[src/rtl/hrfd_pkg.sv]
package hrfd_pkg;
   localparam int HRFD_MAX_PHASES = 16;

   typedef struct packed {
      logic up;
      logic dn;
   } hrfd_dir_t;
endpackage

[src/rtl/hrfd_pos_decode.sv]
module hrfd_pos_decode #(
   parameter int NPH = 4,
   localparam int PW = $clog2(NPH)
) (
   input  logic [NPH-1:0] samp,
   output logic           valid,
   output logic [PW-1:0]  pos
);
   // pattern with the rising transition in interval k
   function automatic logic [NPH-1:0] rot_pat(input int k);
      logic [NPH-1:0] p;
      for (int i = 0; i < NPH; i++) begin
         p[i] = (((i - k + NPH) % NPH) < (NPH / 2));
      end
      return p;
   endfunction

   logic [NPH-1:0] match;

   for (genvar k = 0; k < NPH; k++) begin : g_pat
      localparam logic [NPH-1:0] PAT = rot_pat(k);
      assign match[k] = (samp == PAT);
   end

   always_comb begin
      pos = '0;
      for (int k = 0; k < NPH; k++) begin
         if (match[k]) pos = pos | PW'(k);
      end
   end

   assign valid = |match;
endmodule

[src/rtl/hrfd_track.sv]
module hrfd_track
   import hrfd_pkg::*;
#(
   parameter int NPH = 4,
   localparam int PW = $clog2(NPH)
) (
   input  logic          clk,
   input  logic          rst_n,
   input  logic          valid,
   input  logic [PW-1:0] pos,
   output hrfd_dir_t     dir
);
   localparam logic [PW-1:0] POS_FIRST = '0;
   localparam logic [PW-1:0] POS_LAST  = PW'(NPH - 1);

   logic          have_prev;
   logic [PW-1:0] prev_pos;

   always_ff @(posedge clk) begin
      if (!rst_n) begin
         have_prev <= 1'b0;
         prev_pos  <= '0;
         dir       <= '0;
      end else if (valid) begin
         have_prev <= 1'b1;
         prev_pos  <= pos;
         dir.up    <= have_prev && (prev_pos == POS_FIRST) && (pos == POS_LAST);
         dir.dn    <= have_prev && (prev_pos == POS_LAST) && (pos == POS_FIRST);
      end else begin
         dir <= '0;
      end
   end
endmodule

[src/rtl/hrfd_lock_timer.sv]
module hrfd_lock_timer #(
   parameter int LOCK_CYC = 512,
   localparam int CW = $clog2(LOCK_CYC + 1)
) (
   input  logic clk,
   input  logic rst_n,
   input  logic pulse,
   output logic locked
);
   localparam logic [CW-1:0] LIMIT = CW'(LOCK_CYC);

   logic [CW-1:0] cnt;

   always_ff @(posedge clk) begin
      if (!rst_n || pulse) begin
         cnt <= '0;
      end else if (cnt != LIMIT) begin
         cnt <= cnt + 1'b1;
      end
   end

   assign locked = (cnt == LIMIT);
endmodule

[src/rtl/halfrate_fine_fd.sv]
module halfrate_fine_fd
   import hrfd_pkg::*;
#(
   parameter int NPH     = 4,
   parameter int LOCK_UI = 1024,
   localparam int PW         = $clog2(NPH),
   localparam int UI_PER_CYC = NPH / 2,
   localparam int LOCK_CYC   = LOCK_UI / UI_PER_CYC
) (
   input  logic           clk,
   input  logic           rst_n,
   input  logic [NPH-1:0] samp_i,
   output logic           up_o,
   output logic           dn_o,
   output logic           locked_o
);
   if (NPH < 4 || (NPH % 2) != 0 || NPH > HRFD_MAX_PHASES) begin : g_bad_nph
      $error("halfrate_fine_fd: NPH must be even and within 4..16");
   end
   if (LOCK_UI < UI_PER_CYC || (LOCK_UI % UI_PER_CYC) != 0) begin : g_bad_lock
      $error("halfrate_fine_fd: LOCK_UI must be a multiple of UI per cycle");
   end

   logic          pat_valid;
   logic [PW-1:0] pat_pos;
   hrfd_dir_t     dir;

   hrfd_pos_decode #(.NPH(NPH)) i_decode (
      .samp  (samp_i),
      .valid (pat_valid),
      .pos   (pat_pos)
   );

   hrfd_track #(.NPH(NPH)) i_track (
      .clk   (clk),
      .rst_n (rst_n),
      .valid (pat_valid),
      .pos   (pat_pos),
      .dir   (dir)
   );

   hrfd_lock_timer #(.LOCK_CYC(LOCK_CYC)) i_lock (
      .clk    (clk),
      .rst_n  (rst_n),
      .pulse  (dir.up | dir.dn),
      .locked (locked_o)
   );

   assign up_o = dir.up;
   assign dn_o = dir.dn;
endmodule

[config.mk]
export PLATFORM = sky130hd
export DESIGN_NAME = halfrate_fine_fd
export DESIGN_NICKNAME = d
export VERILOG_FILES = /design/src/rtl/hrfd_pkg.sv /design/src/rtl/hrfd_pos_decode.sv /design/src/rtl/hrfd_track.sv /design/src/rtl/hrfd_lock_timer.sv /design/src/rtl/halfrate_fine_fd.sv
export SDC_FILE = /design/constraint.sdc
export NUM_CORES = 1
export LEC_CHECK = 0
export BUFFER_PORTS_ARGS = -buffer_cell sky130_fd_sc_hd__buf_2
export CORE_ASPECT_RATIO = 2
export CORE_MARGIN = 2
export CORE_UTILIZATION = 23
export CTS_CLUSTER_DIAMETER = 200
export DETAILED_ROUTE_END_ITERATION = 10
export SYNTH_ARGS = -nofsm -noshare
export SYNTH_HDL_FRONTEND = slang
export SYNTH_SLANG_ARGS = --single-unit
[constraint.sdc]
create_clock -name clk -period 2 [get_ports clk]
set_clock_uncertainty 0.05 [all_clocks]
set_input_delay 0.4 -clock clk [delete_from_list [all_inputs] [get_ports clk]]
set_output_delay 0.4 -clock clk [all_outputs]
set_load 0.02 [all_outputs]
### Word-level counts from Yosys, hierarchy flattened

Index checks and enable logic that the tools add are counted.

| word-level totals | value |
|---|---|
| bits in registers | 15 |
| bits in latches | 0 |
| RAM bits | 0 |
| ROM bits | 0 |
| input port bits | 6 |
| output and inout port bits | 3 |
| logic and storage cells | 28 |
| memories | 0 |

| cells by class | value |
|---|---|
| add/subtract/negate cells | 1 |
| multipliers | 0 |
| div/mod/pow operators | 0 |
| order comparisons | 0 |
| equality and inequality tests | 8 |
| shifts and indexed selects | 0 |
| multiplexer cells | 3 |
| bitwise logic cells | 1 |
| reduce and logical (&&, ||, !) cells | 10 |

Operators by type and width:

| operator | number |
|---|---|
| adder 10 x 1 -> 10 bit, second input constant | 1 |
| equality test 10 bit, second input constant | 1 |
| != test 10 bit, second input constant | 1 |
| equality test 4 bit, second input constant | 2 |
| equality test 2 bit, second input constant | 2 |
| equality test 4 x 2 -> 1 bit, second input constant | 1 |
| equality test 4 x 3 -> 1 bit, second input constant | 1 |
| logical AND 1 bit | 4 |
| zero test 2 bit | 2 |
| 2-to-1 mux 2 bit | 2 |
| OR reduction 4 bit | 1 |
| AND reduction 2 bit | 1 |
| zero test 1 bit | 1 |
| logical OR 1 bit | 1 |
| 2-to-1 mux 1 bit | 1 |
| OR 1 bit | 1 |

### Logic depth before layout (Yosys ltp)

| depth | value |
|---|---|
| depth after elaboration | 6 |
| gate-level depth with buffers | 7 |
| depth with buffers taken out | 7 |

### By module

A second synthesis with hierarchy kept.

| second synthesis, totals | value |
|---|---|
| cell total of the unflattened synthesis | 84 |
| area, all modules | 750.7 um2 |

Modules (own cells, without submodules):

| module | times used | cells an instance | area each (um2) | seq. area each (um2) |
|---|---|---|---|---|
| hrfd_lock_timer | 1 | 60 | 505.5 | 200.2 |
| hrfd_track | 1 | 15 | 175.2 | 100.1 |
| hrfd_pos_decode | 1 | 8 | 63.8 | 0.0 |
| halfrate_fine_fd | 1 | 1 | 6.3 | 0.0 |

### Least setup slack after synthesis

Ideal clock, no wire load.

| timing | value |
|---|---|
| path kind | reg-to-output |
| start point | reg i_lock.cnt[0] |
| end point | out locked_o |
| data arrival time | 975 ps |
| data required time | 1550 ps |
| slack | 575 ps |
| stages on the path, launching flop included | 6 |
| path buffers | 0 |
| path through | dfxtp_1 > inv_1 > ha_1 > nor2b_1 > nand4_1 > inv_1 |

| on the way | value |
|---|---|
| word-level cells in the longest chain between the ends | 1 |

Ends and longest elaborated chain:

| element | RTL line | text |
|---|---|---|
| start: declaration | hrfd_lock_timer.sv:12 | `logic [CW-1:0] cnt;` |
| start signal: assignment | hrfd_lock_timer.sv:18 | `cnt <= cnt + 1'b1;` |
| equality test 10 bit | hrfd_lock_timer.sv:22 | `assign locked = (cnt == LIMIT);` |
| end: declaration | halfrate_fine_fd.sv:15 | `output logic locked_o` |

No other way between the ends.

### Worst setup path in the final report

Same ends and word-level chain as after synthesis.

==> flow_summary_export.csv <==
group,metric,value,unit
die,ioPinCount,9,
cts,cts.sinks,15,
sta,hold_violations,0,
synth,synth_top_area_share,43.3,%
critical_path,required,1.55,ns
routing,vias,583,
critical_path,rr_startpoint,"i_lock.cnt[1]",
sta,rsz0062_at_grt,"false",
synth,yosysTopAreaCell,"dfxtp_1",
cts,ctsLongestPathBuffers,2,
cts,cts_setup_buffers,0,
die,die_area,3500,um^2
global_routing,grt_max_degree,11,
min_path,hold_start,"rst_n",
cts,h-tree-depth,1,
global_routing,grtUsageTotal,8.37,%
critical_path,rrSetupSlack,0.63,ns
placed_design,dp_hpwl,1080,um
min_path,hold-path-endpoint,"i_track.prev_pos[1]",
cells_and_area,area_growth,18.2,%
die,die_h,81.6,um
cells_and_area,drive_gt1_share,13.8,%
synth,ys_seq_elements,15,
pwr,p_leak,0.334,nW
cts,ctsRootBufferMaster,"clkbuf_8",
placed_design,placed_area,771,um^2
critical_path,crit_type,"flip-flop to output port",
cts,clk_pin_slew_worst_paths,0.07,ns
die,fp.dieW,42.8,um
pwr,peakVddDrop,0.000547,V
routing,ant_nets,0,
sta,slew_viol_final,0,
synth,netlist_top_cells_area,"dfxtp_1 43%, xor2_1 8.8%, nor2_1 6.0%",
pwr,p_per_area,762,nW/um^2
sta,max_freq,529,MHz
routing,drcViolationCount,0,
global_routing,grt_pass1_wl,2240,um
placed_design,portBuffers,8,
job,cap_violations,0,
global_routing,grt_pass1_vias,559,
min_path,hold_path_class,"input pin to flip-flop",
critical_path,cp-end-kind,"output port",
cts,worstSkewPairLatency,0.25,ns
routing,drt_wl_total,1330,um
outcome,status,"completed",
placed_design,placed_cells,120,
routing,wl_per_cell,10.7,um
sta,relSlewSlack,76.1,%
sta,min_period,1.89,ns
sta,min_period_over_period,94.5,%
die,start_util,23.8,%
synth,syn-cell-area,693,um^2
critical_path,crit_path_max_fanout,4,
sta,setup_violations,0,
pwr,p_total,0.625,mW
sta,setup_ws,0.110,ns
sta,holdWs,0.370,ns
cts,ctsResizeCount,0,
cells_and_area,final_core_util,28.2,%
synth,syn_inst,82,
routing,drt-initial-drc-count,15,
cts,cts_inserted_buffers,3,
critical_path,startpoint_type,"flip-flop",
cts,cts_tree,"done",
synth,yosysWarnings,0,
global_routing,antenna_found_initial,0,
die,num_rows,28,
routing,drt_pass1_iterations,4,
synth,yosysSeqAreaShare,43.3,%
die,core,2910,um^2
cts,hold_buffers,0,
placed_design,gp_congestion,0.738,
min_path,min_path_cells,2,
routing,routed_via_density,4.70,
synth,synth_edf_count,0,
cells_and_area,stdcell_count,124,
synth,synthFlopType,"dfxtp_1",
synth,yosysUniqueCellTypes,25,
cells_and_area,diodes,0,
critical_path,reg2reg_depth,5,
critical_path,r2r_end,"i_lock.cnt[8]",
synth,synthesis.nets,90,
global_routing,grt.overflow.total,0,
sta,fin_setup_tns,0,ns
placed_design,pre_cts_ws,0.374,ns
cells_and_area,fin_nets,103,
critical_path,cp.arrival,1.44,ns
synth,syn_area_per_cell,8.45,um^2
sta,tightest_slew,0.358,ns
synth,async_flop_share,0,%
cells_and_area,fin_area,820,um^2
[cell usage after synthesis, types with 2 or more instances]
cell type  count
dfxtp_1       15
nor2_1        11
nand2_1        8
xor2_1         7
a21oi_1        6
inv_1          4
nand4_1        4
nor2b_1        3
nor3_1         3
and3_1         2
ha_1           2
nand3_1        2
o21ai_0        2
xnor2_1        2
[sequential cells by signal, indices dropped and copies added (netlist names)]
name	cells
i_track.dir	2
i_track.prev_pos	2
i_lock.cnt	10
i_track.have_prev	1
[worst max path at each step]
stage | startpoint | slack [ns] | end | depth (start not counted)
final | i_lock.cnt[0] | 0.11 | locked_o | 6
after global routing | i_lock.cnt[0] | 0.001 | locked_o | 6
after CTS | i_lock.cnt[0] | 0.09 | locked_o | 6
after floorplan | i_lock.cnt[0] | 0.58 | locked_o | 5
after global placement | i_lock.cnt[0] | 0.46 | locked_o | 6
after detailed placement | i_lock.cnt[0] | 0.37 | locked_o | 6
[critical path, stage by stage (launching register included)]
cell and delay [ns]:
dfxtp_1 0.33, inv_1 0.10, ha_1 0.14, nor2b_1 0.12, nand4_1 0.16, inv_1 0.16
buf_2 0.18
[kinds of logic after synthesis]
logic type,after synthesis,synth area share (%)
compound gates,13,11.6
buf+inv,5,2.71
xor+xnor,9,11.4
fa+ha+maj,2,3.61
simple gates,38,27.4
flops,15,43.3
[layer usage]
| metal | part of all wire [%] | GRT usage, % |
|---|---|---|
| met1 | 41 | 7.71 |
| met2 | 56 | 16.5 |
| met3 | 2.0 | 1.32 |
| met4 | 0.98 | 4.69 |
| met5 | 0 | 0 |
[cell type report]
| class | instances | area, um^2 |
|---|---|---|
| sequential | 15 | 300 |
| timing repair buffer | 8 | 40.0 |
| multi-input combinational | 62 | 374 |
| tap | 30 | 37.5 |
| fill | 326 | 2090 |
| inverter | 5 | 18.8 |
| clock inverter | 1 | 7.51 |
| clock buffer | 3 | 41.3 |
[cell usage in the layout (no fill, tap or decap), types with 2 or more instances in the layout]
master	synthesis	final
inv_1	4	4
and3_1	2	2
nor2b_1	3	3
a21oi_1	6	6
nand4_1	4	4
nand3_1	2	2
xor2_1	7	7
xnor2_1	2	2
nand2_1	8	8
ha_1	2	2
nor3_1	3	3
o21ai_0	2	2
buf_2	0	8
nor2_1	11	11
clkbuf_8	0	3
dfxtp_1	15	15
[where the power goes]
| group | leakage [nW] | internal, mW | switching [mW] | total (mW) |
|---|---|---|---|---|
| Sequential | 0.122 | 0.310 | 0.0110 | 0.321 |
| Combinational | 0.190 | 0.0250 | 0.0291 | 0.0541 |
| Clock | 0.0217 | 0.140 | 0.110 | 0.250 |
| Total | 0.334 | 0.474 | 0.151 | 0.625 |
(Power assumes the default switching activity.)
